[config.mk]
export PLATFORM = sky130hd
export DESIGN_NAME = wp_seq_detect
export DESIGN_NICKNAME = d
export VERILOG_FILES = /design/src/rtl/wp_seq_pkg.sv /design/src/rtl/wp_seq_matcher.sv /design/src/rtl/wp_protect_ctl.sv /design/src/rtl/wp_seq_detect.sv
export SDC_FILE = /design/constraint.sdc
export NUM_CORES = 1
export LEC_CHECK = 0
export ABC_AREA = 1
export BUFFER_PORTS_ARGS = -buffer_cell sky130_fd_sc_hd__buf_2
export CAP_MARGIN = 20
export CORE_MARGIN = 5
export CORE_UTILIZATION = 40
export CTS_BUF_LIST = sky130_fd_sc_hd__clkbuf_8
export DETAILED_ROUTE_END_ITERATION = 6
export GPL_ROUTABILITY_DRIVEN = 1
export GPL_TIMING_DRIVEN = 0
export PLACE_DENSITY_LB_ADDON = 0.25
export SYNTH_ARGS = -nofsm -noshare
export SYNTH_HDL_FRONTEND = slang
export SYNTH_SLANG_ARGS = --single-unit
[constraint.sdc]
create_clock -name clk -period 1.9 [get_ports clk]
set_clock_uncertainty 0.2 [all_clocks]
set_input_delay 0.285 -clock clk [delete_from_list [all_inputs] [get_ports clk]]
set_output_delay 0.285 -clock clk [all_outputs]
set_load 0.02 [all_outputs]
[src/rtl/wp_seq_pkg.sv]
package wp_seq_pkg;
    localparam int SEQ_AW = 15;
    localparam int SEQ_DW = 8;

    localparam logic [SEQ_AW-1:0] ADDR_HI = 15'h5555;
    localparam logic [SEQ_AW-1:0] ADDR_LO = 15'h2AAA;
    localparam logic [SEQ_DW-1:0] D_KEY1  = 8'hAA;
    localparam logic [SEQ_DW-1:0] D_KEY2  = 8'h55;
    localparam logic [SEQ_DW-1:0] D_ARM   = 8'hA0;
    localparam logic [SEQ_DW-1:0] D_EXT   = 8'h80;
    localparam logic [SEQ_DW-1:0] D_CLR   = 8'h20;

    typedef enum logic [2:0] {
        ST_IDLE, ST_K1, ST_K2, ST_EXT, ST_K1B, ST_K2B
    } step_e;

    typedef enum logic [1:0] {
        PEND_NONE, PEND_EN, PEND_DIS
    } pend_e;

    function automatic logic pair_is(
        input logic [SEQ_AW-1:0] a, input logic [SEQ_DW-1:0] d,
        input logic [SEQ_AW-1:0] ea, input logic [SEQ_DW-1:0] ed);
        return (a == ea) && (d == ed);
    endfunction
endpackage

[src/rtl/wp_seq_matcher.sv]
module wp_seq_matcher
    import wp_seq_pkg::*;
#(
    parameter int AW = SEQ_AW,
    parameter int DW = SEQ_DW
) (
    input  logic          clk,
    input  logic          rst_n,
    input  logic          stb,
    input  logic [AW-1:0] addr,
    input  logic [DW-1:0] data,
    input  logic          abort,
    output logic          is_cmd,
    output logic          hit_en,
    output logic          hit_dis
);
    typedef struct packed {
        step_e step;
    } mst_t;

    mst_t  st_d, st_q;
    step_e cur;
    logic  key1;

    always_comb begin
        cur     = abort ? ST_IDLE : st_q.step;
        key1    = pair_is(addr, data, ADDR_HI, D_KEY1);
        st_d    = st_q;
        is_cmd  = 1'b0;
        hit_en  = 1'b0;
        hit_dis = 1'b0;
        st_d.step = cur;
        if (stb) begin
            is_cmd = 1'b1;
            unique case (cur)
                ST_K1: begin
                    if (pair_is(addr, data, ADDR_LO, D_KEY2)) st_d.step = ST_K2;
                    else if (key1)                            st_d.step = ST_K1;
                    else begin st_d.step = ST_IDLE; is_cmd = 1'b0; end
                end
                ST_K2: begin
                    if (pair_is(addr, data, ADDR_HI, D_ARM)) begin
                        st_d.step = ST_IDLE;
                        hit_en    = 1'b1;
                    end else if (pair_is(addr, data, ADDR_HI, D_EXT)) st_d.step = ST_EXT;
                    else if (key1)                                   st_d.step = ST_K1;
                    else begin st_d.step = ST_IDLE; is_cmd = 1'b0; end
                end
                ST_EXT: begin
                    if (key1) st_d.step = ST_K1B;
                    else begin st_d.step = ST_IDLE; is_cmd = 1'b0; end
                end
                ST_K1B: begin
                    if (pair_is(addr, data, ADDR_LO, D_KEY2)) st_d.step = ST_K2B;
                    else if (key1)                            st_d.step = ST_K1;
                    else begin st_d.step = ST_IDLE; is_cmd = 1'b0; end
                end
                ST_K2B: begin
                    if (pair_is(addr, data, ADDR_HI, D_CLR)) begin
                        st_d.step = ST_IDLE;
                        hit_dis   = 1'b1;
                    end else if (key1) st_d.step = ST_K1;
                    else begin st_d.step = ST_IDLE; is_cmd = 1'b0; end
                end
                default: begin
                    if (key1) st_d.step = ST_K1;
                    else begin st_d.step = ST_IDLE; is_cmd = 1'b0; end
                end
            endcase
        end
    end

    always_ff @(posedge clk) begin
        if (!rst_n) st_q <= '{step: ST_IDLE};
        else        st_q <= st_d;
    end

    // a timeout with no byte leaves the matcher idle
    a_r7_abort_idle: assert property (@(posedge clk) disable iff (!rst_n)
        (abort && !stb) |=> (st_q.step == ST_IDLE));

    // a key-one byte arriving mid-sequence lands on step one
    a_r8_restart_step1: assert property (@(posedge clk) disable iff (!rst_n)
        (stb && !abort && st_q.step != ST_IDLE && st_q.step != ST_EXT &&
         addr == ADDR_HI && data == D_KEY1) |=> (st_q.step == ST_K1));
endmodule

[src/rtl/wp_protect_ctl.sv]
module wp_protect_ctl
    import wp_seq_pkg::*;
(
    input  logic clk,
    input  logic rst_n,
    input  logic wr_stb,
    input  logic is_cmd,
    input  logic hit_en,
    input  logic hit_dis,
    input  logic win_expire,
    input  logic cycle_done,
    output logic auth_eff,
    output logic protect,
    output logic byte_pass
);
    typedef struct packed {
        logic  prot;
        logic  auth;
        pend_e pend;
    } pst_t;

    pst_t st_d, st_q;

    always_comb begin
        auth_eff = st_q.auth & ~win_expire;
        st_d     = st_q;
        if (win_expire || cycle_done) st_d.auth = 1'b0;
        if (cycle_done) begin
            if (st_q.pend == PEND_EN)  st_d.prot = 1'b1;
            if (st_q.pend == PEND_DIS) st_d.prot = 1'b0;
            st_d.pend = PEND_NONE;
        end
        if (hit_en) begin
            st_d.pend = PEND_EN;
            st_d.auth = 1'b1;
        end
        if (hit_dis) begin
            st_d.pend = PEND_DIS;
            st_d.auth = 1'b1;
        end
        byte_pass = wr_stb & ~is_cmd & (~st_q.prot | auth_eff);
        protect   = st_q.prot;
    end

    always_ff @(posedge clk) begin
        if (!rst_n) st_q <= '{prot: 1'b0, auth: 1'b0, pend: PEND_NONE};
        else        st_q <= st_d;
    end

    // the flag moves only on a cycle-end edge
    a_r3_flag_at_cycle_end: assert property (@(posedge clk) disable iff (!rst_n)
        (st_q.prot != $past(st_q.prot)) |-> $past(cycle_done));

    // a rise needs a pending enable
    a_r2_rise_needs_enable: assert property (@(posedge clk) disable iff (!rst_n)
        $rose(st_q.prot) |-> $past(st_q.pend == PEND_EN));

    // a fall needs a pending disable
    a_r6_fall_needs_disable: assert property (@(posedge clk) disable iff (!rst_n)
        $fell(st_q.prot) |-> $past(st_q.pend == PEND_DIS));

    // a timeout without a fresh command clears the authorisation
    a_r9_expire_drops_auth: assert property (@(posedge clk) disable iff (!rst_n)
        (win_expire && !hit_en && !hit_dis) |=> !st_q.auth);
endmodule

[src/rtl/wp_seq_detect.sv]
module wp_seq_detect
    import wp_seq_pkg::*;
#(
    parameter int AW = SEQ_AW,
    parameter int DW = SEQ_DW
) (
    input  logic          clk,
    input  logic          rst_n,
    input  logic          wr_stb,
    input  logic [AW-1:0] wr_addr,
    input  logic [DW-1:0] wr_data,
    input  logic          win_expire,
    input  logic          cycle_done,
    output logic          protect,
    output logic          byte_pass,
    output logic          cmd_byte
);
    logic auth_eff, m_stb, m_cmd, m_en, m_dis;

    assign m_stb    = wr_stb & ~auth_eff;
    assign cmd_byte = m_cmd;

    wp_seq_matcher #(.AW(AW), .DW(DW)) u_match (
        .clk    (clk),
        .rst_n  (rst_n),
        .stb    (m_stb),
        .addr   (wr_addr),
        .data   (wr_data),
        .abort  (win_expire),
        .is_cmd (m_cmd),
        .hit_en (m_en),
        .hit_dis(m_dis)
    );

    wp_protect_ctl u_ctl (
        .clk       (clk),
        .rst_n     (rst_n),
        .wr_stb    (wr_stb),
        .is_cmd    (m_cmd),
        .hit_en    (m_en),
        .hit_dis   (m_dis),
        .win_expire(win_expire),
        .cycle_done(cycle_done),
        .auth_eff  (auth_eff),
        .protect   (protect),
        .byte_pass (byte_pass)
    );
endmodule

==> results by group <==
Status
  – Status: complete, but fails checks
  – Violated checks: setup timing

Placement
  – Place WS: -0.00295 ns
  – Placed wire-length estimate: ~1900 um
  – Port Buf Inserts: 30
  – Placed cell count: around 230
  – Final Wtd Congestion: about 0.86

Clock network
  – CTS Buf Count: 3
  – Worst skew pair latency: 0.23 ns
  – Root buf cell: clkbuf_8
  – Max clock buf depth: 2
  – H-tree Lvls: 1
  – TritonCTS clock tree: yes
  – Sinks on Clock Net: 7
  – Clk slew on worst S/H paths: about 0.040 ns

GRT
  – Global-route wire length before repair: a little over 4000 um
  – Gr ovfl total: 0
  – Total track usage: 0.152
  – Largest net degree at the start of global routing: 7
  – Initial antenna violation count: 0
  – Vias in the first global route: roughly 1100

Worst setup path
  – Cell family with most CP delay: simple AND/OR/NAND/NOR gates
  – Worst-path cell chain: inv_4, nor2_4, nand2_2, nor2_4, nand4_4, nand4_1, nor2_1, buf_4
  – Startpoint Class: register
  – Slowest cell on crit path: dfxtp_2
  – WP data required: between 1 and 1.5 ns
  – CP arrival: around 1.4 ns
  – CP bufs+invs: 2
  – CP Class: register to output pin
  – Endpoint class of the critical path: output pin
  – CP Max Fanout: 4
  – CP most frequent cell: nor2_4
  – Slowest Stage Delay on Critical Path: between 0.3 and 0.4 ns

Synth
  – Synthesized area: a little under 900 um^2
  – Largest cells by area after synthesis: nand2_1, dfxtp_1, nor2_1
  – Synth Instances: 167
  – Leading area contributor after synthesis: nand2_1
  – Ys async rst share: 0
  – Post-synth top flop: dfxtp_1
  – Seq cells post-synth: 7
  – EDFF count, synth: 0
  – Seq/Total Area, Yosys: 0.160
  – Synth cell types: 24
  – Share of the synthesized area in the top cell type: 0.185
  – Post-Syn Area per Cell: ~5.2 um^2
  – YS warnings: 0
  – Synth Net Count: approximately 200

Detailed routing
  – Wire per inst: between 10 and 15 um
  – Routed Antenna Nets: 0
  – DRC Markers: 0
  – Drt pass-1 iters: 5
  – Via density: approximately 4.8
  – Vias: about 1100
  – First DRT Iteration DRCs: between 40 and 50
  – Final wirelength: roughly 2400 um

Finish
  – Fin nets: 238
  – Final Instance Count excl. Fillers: about 240
  – Layout area overhead: 40.8%
  – Most frequent cells in the layout: nand2_1, nor2_1, buf_2
  – Layout cell share with drive strength beyond 1: 0.337
  – Number of diodes: 0
  – Commonest non-fill, non-tap cell in the layout: nand2_1
  – Final core utilization: 0.573
  – Filler cell count: 219

STA
  – Worst-Margin Slew: between 0.2 and 0.3 ns
  – RSZ-0062 raised after global routing: true
  – Setup slack after layout: -0.00216 ns
  – Sum of negative setup slack: -0.00216 ns
  – Final setup violation count: 1
  – Post-layout min period: around 1.9 ns
  – Highest clock rate: between 500 and 600 MHz
  – Fin. max-slew vios: 0
  – Worst rel slew slack: 0.816
  – Hold Fails Final Rpt: 0
  – Period Utilization, post-route: 1.00

Pwr
  – LEAKAGE: between 0.6 and 0.7 nW
  – Sw Ratio: 0.278
  – Max IR drop VDD: approximately 0.38 mV
  – Net Switching: between 0.0001 and 0.00015 W
  – PD cells: between 300 and 400 nW/um^2
  – Comb power frac: 0.216
  – Internal Dissipation: about 0.00032 W
  – Flop pwr share: 0.328
  – Clock group share of total power: 0.456

Floorplan
  – I/O pin cnt: 31
  – Die width: between 50 and 60 um
  – Die Span Y: 56.8 um
  – CORE AREA: around 2100 um^2
  – DIE AREA: about 3200 um^2
  – Row count: 17
  – Initial Util: 0.407

Min path
  – HP Class: input port to register

Job
  – Max Cap Viol: 0
==> power by group through the flow <==
stage          sequential, W  clock, W  combinational (W)
2_1_floorplan       0.000150         0          0.0000418
3_3_place_gp        0.000150         0          0.0000871
3_5_place_dp        0.000150         0          0.0000901
4_1_cts             0.000148  0.000211          0.0000936
5_1_grt             0.000147  0.000227           0.000109
6_report            0.000148  0.000205          0.0000971
==> layer usage <==
metal | share of wire | wire length [um] | track usage | vias to the layer above
met2 | 0.50 | 1200 | 0.266 | 25
met5 | 0 | 0 | 0 | -
met1 | 0.44 | 1060 | 0.178 | 506
met4 | 0.011 | 27 | 0.0596 | 0
li1 | - | - | - | 608
met3 | 0.049 | 118 | 0.0322 | 5
==> through the flow <==
stage               total power [W]  area (um^2)  hold slack (ns)
floorplan                  0.000192          875            0.191
global placement           0.000237         1060            0.274
detailed placement         0.000240         1060            0.275
CTS                        0.000452         1180           0.0722
global route               0.000484         1230           0.0880
finish                     0.000450         1230           0.0721
==> area by class of cell <==
type,count,area (um^2),share of cell area
inverter,33,126,0.103
multi-input combinational,127,676,0.549
clock inverter,1,3.75,0.00305
clock buffer,3,41.3,0.0335
tap,28,35.0,0.0285
timing repair buffer,37,205,0.167
sequential,7,144,0.117
==> cell usage after synthesis, types with 2 or more instances <==
master / n
nand2_1: 43
nor2_1: 33
inv_1: 30
nand3_1: 14
nand4_1: 8
dfxtp_1: 7
a21oi_1: 6
nor2_2: 6
inv_2: 3
nand2_2: 2
nor3_1: 2
==> timing repair <==
item	4_1_cts	5_1_grt
resized for setup	13	10
setup endpoints to repair	2	2
pin swaps	5	8
hold buffers	0	0
gates cloned	0	0
buffers inserted	4	3
==> state kept, by name (all words and copies together), names as in the netlist <==
name,cells
u_ctl.protect,1
u_ctl.st_q,3
u_match.st_q,3
==> worst register-to-register path: stages (launching register included) <==
cell	delay, ns
dfxtp_2	0.34
inv_4	0.05
nor2_4	0.12
nand2_2	0.08
nor2_4	0.14
buf_4	0.14
nand4_1	0.12
nand2_1	0.09
a21oi_1	0.06
a21oi_1	0.14
==> worst paths after layout <==
path | from | to | slack [ns] | cells after the start
max reg2reg | u_match.st_q[1]$_SDFF_PN0_ | u_match.st_q[0]$_SDFF_PN0_ | 0.34 | 9
min reg2reg | u_ctl.st_q[0]$_SDFFE_PP0P_ | u_ctl.st_q[0]$_SDFFE_PP0P_ | 0.28 | 2
min | rst_n | u_ctl.st_q[2]$_SDFFE_PN0P_ | 0.07 | 3
max | u_match.st_q[1]$_SDFF_PN0_ | byte_pass | -0.002 | 8
==> cells by family (layout without fill, tap and decap cells) <==
group | count (synthesis) | count (layout) | share of synthesized area
flops | 7 | 7 | 0.160
fa+ha+maj | 1 | 1 | 0.0143
simple gates | 114 | 114 | 0.597
compound gates | 12 | 12 | 0.0873
buf+inv | 33 | 74 | 0.142
(Power assumes the default switching activity.)
